$ cat config.mk
export PLATFORM = sky130hd
export DESIGN_NAME = approx_vstep_ctrl
export DESIGN_NICKNAME = d
export VERILOG_FILES = /design/src/rtl/approx_vstep_pkg.sv /design/src/rtl/vstep_err_budget.sv /design/src/rtl/vstep_commit_tracker.sv /design/src/rtl/vstep_level_reg.sv /design/src/rtl/approx_vstep_ctrl.sv
export SDC_FILE = /design/constraint.sdc
export NUM_CORES = 1
export LEC_CHECK = 0
export ABC_AREA = 0
export BUFFER_PORTS_ARGS = -buffer_cell sky130_fd_sc_hd__buf_2
export CAP_MARGIN = 0
export CORE_ASPECT_RATIO = 0.7
export CORE_UTILIZATION = 40
export DETAILED_ROUTE_END_ITERATION = 6
export GPL_TIMING_DRIVEN = 0
export REMOVE_ABC_BUFFERS = 1
export SETUP_SLACK_MARGIN = 0.3
export SYNTH_ARGS = -nofsm -noshare
export SYNTH_HDL_FRONTEND = slang
export SYNTH_SLANG_ARGS = --single-unit
$ cat constraint.sdc
create_clock -name clk -period 3.83 [get_ports clk]
set_input_delay 0.766 -clock clk [delete_from_list [all_inputs] [get_ports clk]]
set_output_delay 0.766 -clock clk [all_outputs]
set_load 0.05 [all_outputs]
$ cat src/rtl/approx_vstep_pkg.sv
`timescale 1ns/1ps
package approx_vstep_pkg;
  typedef enum logic [1:0] {
    STEP_NONE = 2'd0,
    STEP_UP   = 2'd1,
    STEP_DOWN = 2'd2
  } step_dir_t;
endpackage

$ cat src/rtl/vstep_err_budget.sv
`timescale 1ns/1ps
// Tracks the open transaction and its ignored-error allowance; decides aborts.
module vstep_err_budget #(
  parameter int BUDGET_W = 8
) (
  input  logic                clk,
  input  logic                rst_n,
  input  logic                txn_start,
  input  logic [BUDGET_W-1:0] txn_budget,
  input  logic                txn_commit,
  input  logic                err_valid,
  input  logic                err_approx,
  output logic                txn_active,
  output logic                abort_now,
  output logic                commit_ok,
  output logic                abort_req
);
  logic [BUDGET_W-1:0] budget_q;
  logic [BUDGET_W-1:0] ignored_q;

  // Error arriving with a start belongs to the discarded run.
  assign abort_now = txn_active && err_valid && !txn_start &&
                     (!err_approx || (ignored_q >= budget_q));
  assign commit_ok = txn_active && txn_commit && !txn_start && !abort_now;

  always_ff @(posedge clk) begin
    if (!rst_n) begin
      txn_active <= 1'b0;
      budget_q   <= '0;
      ignored_q  <= '0;
      abort_req  <= 1'b0;
    end else begin
      abort_req <= abort_now;
      if (txn_start) begin
        txn_active <= 1'b1;
        budget_q   <= txn_budget;
        ignored_q  <= '0;
      end else if (abort_now || commit_ok) begin
        txn_active <= 1'b0;
      end else if (txn_active && err_valid && err_approx) begin
        ignored_q <= ignored_q + 1'b1;
      end
    end
  end
endmodule

$ cat src/rtl/vstep_commit_tracker.sv
`timescale 1ns/1ps
// Counts commit runs and commits since the last abort; requests steps.
module vstep_commit_tracker
  import approx_vstep_pkg::*;
#(
  parameter int HI_THRESH = 100,
  parameter int LO_THRESH = 10
) (
  input  logic      clk,
  input  logic      rst_n,
  input  logic      commit_ok,
  input  logic      abort_now,
  output step_dir_t step_req
);
  localparam int RUN_W = $clog2(HI_THRESH + 2);
  localparam int SA_W  = $clog2(LO_THRESH + 1);

  logic [RUN_W-1:0] run_q;
  logic [SA_W-1:0]  since_abort_q;
  logic             run_full;
  logic             few_commits;

  assign run_full    = commit_ok && (run_q >= RUN_W'(HI_THRESH));
  assign few_commits = since_abort_q < SA_W'(LO_THRESH);

  always_comb begin
    step_req = STEP_NONE;
    if (abort_now) begin
      if (few_commits) step_req = STEP_UP;
    end else if (run_full) begin
      step_req = STEP_DOWN;
    end
  end

  always_ff @(posedge clk) begin
    if (!rst_n) begin
      run_q         <= '0;
      since_abort_q <= '0;
    end else if (abort_now) begin
      run_q         <= '0;
      since_abort_q <= '0;
    end else if (commit_ok) begin
      run_q <= run_full ? '0 : run_q + 1'b1;
      if (few_commits) since_abort_q <= since_abort_q + 1'b1;
    end
  end
endmodule

$ cat src/rtl/vstep_level_reg.sv
`timescale 1ns/1ps
// Saturating step index with single-cycle step pulses.
module vstep_level_reg
  import approx_vstep_pkg::*;
#(
  parameter int MAX_IDX = 15,
  parameter int LVL_W   = 4
) (
  input  logic             clk,
  input  logic             rst_n,
  input  step_dir_t        step_req,
  output logic [LVL_W-1:0] level_q,
  output logic             up_q,
  output logic             down_q
);
  logic can_down;
  logic can_up;

  assign can_down = (step_req == STEP_DOWN) && (level_q < LVL_W'(MAX_IDX));
  assign can_up   = (step_req == STEP_UP)   && (level_q != '0);

  always_ff @(posedge clk) begin
    if (!rst_n) begin
      level_q <= '0;
      up_q    <= 1'b0;
      down_q  <= 1'b0;
    end else begin
      up_q   <= can_up;
      down_q <= can_down;
      if (can_down)    level_q <= level_q + 1'b1;
      else if (can_up) level_q <= level_q - 1'b1;
    end
  end
endmodule

$ cat src/rtl/approx_vstep_ctrl.sv
`timescale 1ns/1ps
module approx_vstep_ctrl
  import approx_vstep_pkg::*;
#(
  parameter int BUDGET_W  = 8,
  parameter int HI_THRESH = 100,
  parameter int LO_THRESH = 10,
  parameter int NOM_MV    = 1000,
  parameter int STEP_MV   = 20,
  parameter int FLOOR_PCT = 70,
  localparam int MAX_IDX  = ((100 - FLOOR_PCT) * NOM_MV) / (100 * STEP_MV),
  localparam int LVL_W    = (MAX_IDX < 2) ? 1 : $clog2(MAX_IDX + 1)
) (
  input  logic                clk,
  input  logic                rst_n,
  input  logic                txn_start,
  input  logic [BUDGET_W-1:0] txn_budget,
  input  logic                txn_commit,
  input  logic                err_valid,
  input  logic                err_approx,
  output logic                abort_req,
  output logic                step_up,
  output logic                step_down,
  output logic [LVL_W-1:0]    vlevel_idx
);
  logic      txn_active;
  logic      abort_now;
  logic      commit_ok;
  step_dir_t step_req;

  vstep_err_budget #(.BUDGET_W(BUDGET_W)) u_budget (
    .clk        (clk),
    .rst_n      (rst_n),
    .txn_start  (txn_start),
    .txn_budget (txn_budget),
    .txn_commit (txn_commit),
    .err_valid  (err_valid),
    .err_approx (err_approx),
    .txn_active (txn_active),
    .abort_now  (abort_now),
    .commit_ok  (commit_ok),
    .abort_req  (abort_req)
  );

  vstep_commit_tracker #(.HI_THRESH(HI_THRESH), .LO_THRESH(LO_THRESH)) u_tracker (
    .clk       (clk),
    .rst_n     (rst_n),
    .commit_ok (commit_ok),
    .abort_now (abort_now),
    .step_req  (step_req)
  );

  vstep_level_reg #(.MAX_IDX(MAX_IDX), .LVL_W(LVL_W)) u_level (
    .clk      (clk),
    .rst_n    (rst_n),
    .step_req (step_req),
    .level_q  (vlevel_idx),
    .up_q     (step_up),
    .down_q   (step_down)
  );
endmodule

## Yosys cells after proc, flatten, opt, wreduce, memory -nomap -nowiden

Cells that the tools add are included.

| operators by class | value |
|---|---|
| $add $sub $neg | 5 |
| multipliers | 0 |
| divide/modulo/power cells | 0 |
| order comparisons | 4 |
| equality and inequality tests | 2 |
| shift-type cells | 0 |
| muxes and demuxes | 8 |
| bitwise gates (word level) | 2 |
| reductions and logical operators | 22 |

Operators with widths:

| operator | number |
|---|---|
| $logic_and 1x1->1 | 10 |
| $add 4x1->4 const B | 2 |
| $add 8x1->8 const B | 1 |
| $ge 8x8->1 | 1 |
| $lt 4x4->1 const B | 2 |
| $mux 4 | 2 |
| $add 7x1->7 const B | 1 |
| $ge 7x7->1 const B | 1 |
| $mux 7 | 1 |
| $mux 2 | 2 |
| $reduce_and 2->1 | 2 |
| $reduce_bool 2->1 | 2 |
| $reduce_bool 4->1 | 1 |
| $reduce_or 2->1 | 2 |
| $sub 4x1->4 const B | 1 |
| $logic_not 1->1 | 3 |
| $mux 1 | 3 |
| $eq 2x1->1 const B | 1 |
| $eq 2x2->1 const B | 1 |
| $logic_or 1x1->1 | 2 |
| $not 1->1 | 2 |

| word-level totals | value |
|---|---|
| register bits | 35 |
| bits in latches | 0 |
| RAM bits | 0 |
| ROM bits | 0 |
| output and inout bits | 7 |
| memories | 0 |

## Depth between registers and ports, before layout

| depth | value |
|---|---|
| word-level depth | 12 |
| mapped depth | 13 |

## Cells and area by module

From an unflattened synthesis, not the netlist that was laid out.

| second synthesis, totals | value |
|---|---|
| cells, all modules | 200 |
| area, all modules | 1814.2 sq um |

By module, submodules not included:

| module | instances | cells an instance | area an instance (sq um) |
|---|---|---|---|
| vstep_err_budget | 1 | 108 | 978.4 |
| vstep_commit_tracker | 1 | 61 | 521.8 |
| vstep_level_reg | 1 | 31 | 314.1 |

## Worst setup path after synthesis

OpenSTA, ideal clock, no wires.

| path | value |
|---|---|
| kind | input to register |
| start | input txn_start |
| end | register u_level.level_q[3] |
| arrival time | 2911 ps |
| path slack | 804 ps |
| stages | 12 |
| buffers on the path | 1 |
| cells stage by stage | and3b_1 -> clkbuf_1 -> nand4_1 -> a41oi_1 -> a21boi_2 -> inv_2 -> ha_1 -> a21o_1 -> a21o_1 -> nor4_1 -> o21ai_0 -> and3b_1 |

| between the ends | value |
|---|---|
| longest elaborated chain between the ends | 11 |
| elaborated cells between the ends (all ways) | 15 |
| those cells by class | eq/ne: 2; mux: 3; reduce/logical: 10 |

RTL lines:

| what | line | source |
|---|---|---|
| from (decl) | approx_vstep_ctrl.sv:16 | `input logic txn_start,` |
| $logic_not 1->1 (*) | vstep_err_budget.sv:22, vstep_err_budget.sv:24 |  |
| $logic_and 1x1->1 (2 in a row) | vstep_err_budget.sv:22 | `assign abort_now = txn_active && err_valid && !txn_start &&` |
| $logic_not 1->1 | vstep_err_budget.sv:24 | `assign commit_ok = txn_active && txn_commit && !txn_start && !abort_now;` |
| $logic_and 1x1->1 | vstep_err_budget.sv:24 |  |
| $logic_and 1x1->1 | vstep_commit_tracker.sv:23 | `assign run_full = commit_ok && (run_q >= RUN_W'(HI_THRESH));` |
| $mux 2 | vstep_commit_tracker.sv:30 | `end else if (run_full) begin` |
| $mux 2 (*) | vstep_commit_tracker.sv:28 | `if (abort_now) begin` |
| $eq 2x2->1 / $eq 2x1->1 (equally long branches) | vstep_level_reg.sv:19, vstep_level_reg.sv:20 |  |
| $logic_and 1x1->1, on equally long branches | vstep_level_reg.sv:19, vstep_level_reg.sv:20 |  |
| $mux 4 / $reduce_bool 2->1 (equally long branches) | -- |  |
| to (signal assigned) | vstep_level_reg.sv:30 | `if (can_down) level_q <= level_q + 1'b1;` |
| to (signal assigned) | vstep_level_reg.sv:31 | `else if (can_up) level_q <= level_q - 1'b1;` |
| to (decl) | vstep_level_reg.sv:12 | `output logic [LVL_W-1:0] level_q,` |

Every way passes the cells marked *; elsewhere a longest branch is shown, timed or not.
A chain may end at the register's enable or synchronous reset.

## Final worst setup path

Same ends and word-level chain as after synthesis.

==> impl_metrics.env <==
export IMPL_finalSetupTns_ns=0
export IMPL_relSlewSlack_pct=58.9
export IMPL_rows=20
export IMPL_syn_area_um2=1870
export IMPL_hold_class="reg -> reg"
export IMPL_hold_end="u_budget.ignored_q[7]"
export IMPL_synth_edf_count=0
export IMPL_synth_common_cells="dfxtp_1, inv_1, ha_1"
export IMPL_antenna_found_initial=0
export IMPL_crit_type="in -> reg"
export IMPL_synthFlopType="dfxtp_1"
export IMPL_num_fill_cells=438
export IMPL_ys_types=46
export IMPL_die_h_um=59.1
export IMPL_wire_per_inst_um=13.6
export IMPL_nets=256
export IMPL_seq_area_frac_synth_pct=37.6
export IMPL_holdPathStages=2
export IMPL_synth_area_per_cell_um2=9.01
export IMPL_status="finished, final reports clean"
export IMPL_drive_gt1_share_pct=15.0
export IMPL_power_leakage_nw=0.883
export IMPL_initial_utilization_pct=42.4
export IMPL_port_buffers=20
export IMPL_synth_cells=207
export IMPL_rr_endpoint="u_level.level_q[3]"
export IMPL_grt_pass1_wl_mm=6.43
export IMPL_top_layer="met4"
export IMPL_multi_input_area_um2=1080
export IMPL_postPlaceCellArea_um2=2010
export IMPL_drv_cap=0
export IMPL_grt_use_total_pct=16.7
export IMPL_grt_max_degree=20
export IMPL_drt_iter0_markers=140
export IMPL_synthSimpleGateAreaFrac_pct=19.1
export IMPL_viasPerCell=5.37
export IMPL_die_w_um=83.6
export IMPL_clk_latency_ns=0.28
export IMPL_period_needed_ns=3.22
export IMPL_met1_length_mm=2.19
export IMPL_min_period_over_period_pct=84.1
export IMPL_cp_end_kind="flip-flop"
export IMPL_core_um2=4400
export IMPL_synthMuxAreaShare_pct=5.37
export IMPL_final_area_um2=2100
export IMPL_irDropWorstVdd_v=0.000226
export IMPL_tightest_slew_ns=0.617
export IMPL_rsz0062_at_grt="no"
export IMPL_min_from="u_budget.ignored_q[7]"
export IMPL_r2r_cells=12
export IMPL_route_detailed_drc=0
export IMPL_postCtsHoldBufs=0
export IMPL_reg2reg_slack_ns=0.89
export IMPL_synth_top_area_cell="dfxtp_1"
export IMPL_met3WireLength_um=209
export IMPL_num_vias=1513
export IMPL_drtPass1Iterations=5
export IMPL_hold_violations=0
export IMPL_async_reset_ff_share_pct=0
export IMPL_wl_mm=3.83
export IMPL_grt_pass1_vias=1330
export IMPL_cp_arrival_ns=3.40
export IMPL_setup_violations_final=0
export IMPL_required_ns=4.01
export IMPL_boundaryPins=21
export IMPL_ant_nets=0
export IMPL_synth_most_common_cell="dfxtp_1"
export IMPL_grt_overflow=0
export IMPL_start_kind="input pin"
export IMPL_place_gp_congestion=0.772
export IMPL_wl_met2_mm=1.41
export IMPL_cts_num_sinks=35
export IMPL_synth_area_top_cells="dfxtp_1, ha_1, mux2i_1"
export IMPL_root_buffer="clkbuf_8"
export IMPL_fmax_mhz=310
export IMPL_fin_skew_ns=0.00453
export IMPL_cts_setup_buffers=0
export IMPL_area_sequential_um2=701
export IMPL_ys_ff_latch=35
export IMPL_power_density_nw_per_um2=337
export IMPL_synth_compound_area_share_pct=19.5
export IMPL_clk_pin_slew_ns=0.07
export IMPL_dieArea_um2=4950
export IMPL_path_max_fanout=14
export IMPL_r2r_start="u_budget.ignored_q[2]"
export IMPL_dp_hpwl_mm=2.79
export IMPL_synth_xor_area_share_pct=3.29
export IMPL_n_antenna_cell=0
export IMPL_cts_tree="yes"
export IMPL_yosys_area_share_adder_pct=10.5
export IMPL_slew_violations=0
export IMPL_synth_top_family_by_area="compound AO/OA/AOI/OAI gates"
export IMPL_synth_top_area_share_pct=37.6
export IMPL_area_delta_synth_final_pct=12.6
export IMPL_yosysWarnings=0
export IMPL_numCtsBuffers=5
export IMPL_htreeDepth=2
export IMPL_clockBufferDepth=2
-- sequential cells by signal, summed over array words and instances, names as in the netlist --
name                     cells
u_budget.abort_req           1
u_tracker.since_abort_q      4
u_tracker.run_q              7
u_budget.budget_q            8
u_budget.ignored_q           8
u_level.level_q              4
u_budget.txn_active          1
u_level.up_q                 1
u_level.down_q               1
-- per-layer routing --
metal | GRT usage (%) | vias to the layer above
met5 | 0 | -
met4 | 3.63 | 0
met3 | 4.46 | 2
met2 | 22.1 | 43
met1 | 26.2 | 688
li1 | - | 780
-- power by group --
part	switching (mW)	internal [mW]	total (mW)	leakage, nW
sequential	0.00478	0.371	0.376	0.284
combinational	0.0361	0.0233	0.0594	0.552
clock	0.132	0.141	0.273	0.0470
-- worst max path at each step --
stage / slack, ns / depth (start not counted) / end / from
floorplan: 0.89 / 11 / u_level.level_q[3] / txn_start
global placement: 0.29 / 12 / u_level.level_q[3] / txn_start
detailed placement: 0.28 / 12 / u_level.level_q[3] / txn_start
CTS: 0.56 / 12 / u_level.level_q[3] / txn_start
global route: 0.35 / 12 / u_level.level_q[3] / txn_start
finish: 0.61 / 12 / u_level.level_q[3] / txn_start
-- cell usage in the layout, fill, tap and decap left out, types with 2 or more instances in the layout --
master    netlist  layout
dfxtp_1        35      35
buf_2           2      20
inv_1          15      15
ha_1           14      14
a21oi_1        13      13
nor2_1         12      12
nor2b_1        10      10
mux2i_1        10      10
nand2_1         8       8
nand3_1         7       7
o21ai_0         6       6
o21ai_1         6       6
clkbuf_8        0       6
nand4_1         5       5
o211ai_1        5       5
or3_1           4       4
xnor2_1         4       4
nor3_1          4       4
a21o_1          3       3
and3b_1         3       3
nand2b_1        3       3
o31ai_1         3       3
or4_1           3       3
xor2_1          3       3
a211oi_2        2       2
o21a_1          2       2
and2_1          2       2
-- through the flow --
stage | setup WS (ns) | instances | util, % | power (mW) | hold WS [ns]
CTS | 0.562 | 282 | 47.5 | 0.715 | 0.498
finish | 0.609 | 282 | 47.7 | 0.708 | 0.498
detailed placement | 0.277 | 275 | 45.5 | 0.443 | 0.488
floorplan | 0.893 | 200 | - | 0.420 | 0.437
global route | 0.355 | 282 | 47.7 | 0.735 | 0.535
global placement | 0.293 | 275 | 45.5 | 0.442 | 0.481
-- final cells by class --
class,instances,area share [%]
clock inverters,1,0.238
inverters,16,2.86
well taps,55,3.28
clock buffers,6,3.93
flip-flops and latches,35,33.4
multi-input cells,149,51.6
repair buffers,20,4.76
-- worst max-delay path, cell delays in order --
cell	delay [ns]
buf_2	0.23
and3b_1	0.39
nand4_1	0.18
a41oi_1	0.26
a21boi_4	0.31
inv_2	0.09
ha_1	0.28
a21o_1	0.17
a21o_1	0.18
nor4_1	0.24
o21ai_0	0.13
and3b_1	0.16
-- kinds of logic (layout without fill, tap and decap cells) --
group           count (synthesis)  after routing
compound gates                 52             52
xor+xnor                        7              7
fa+ha+maj                      15             15
buf+inv                        23             43
flops                          35             35
mux                            10             10
simple gates                   65             65
-- what timing repair did --
| item | in CTS | in global routing |
|---|---|---|
| resized for setup | 0 | 1 |
| hold endpoints to repair | 0 | 0 |
| setup endpoints to repair | 0 | 1 |
Power figures use the tool's default switching activity.
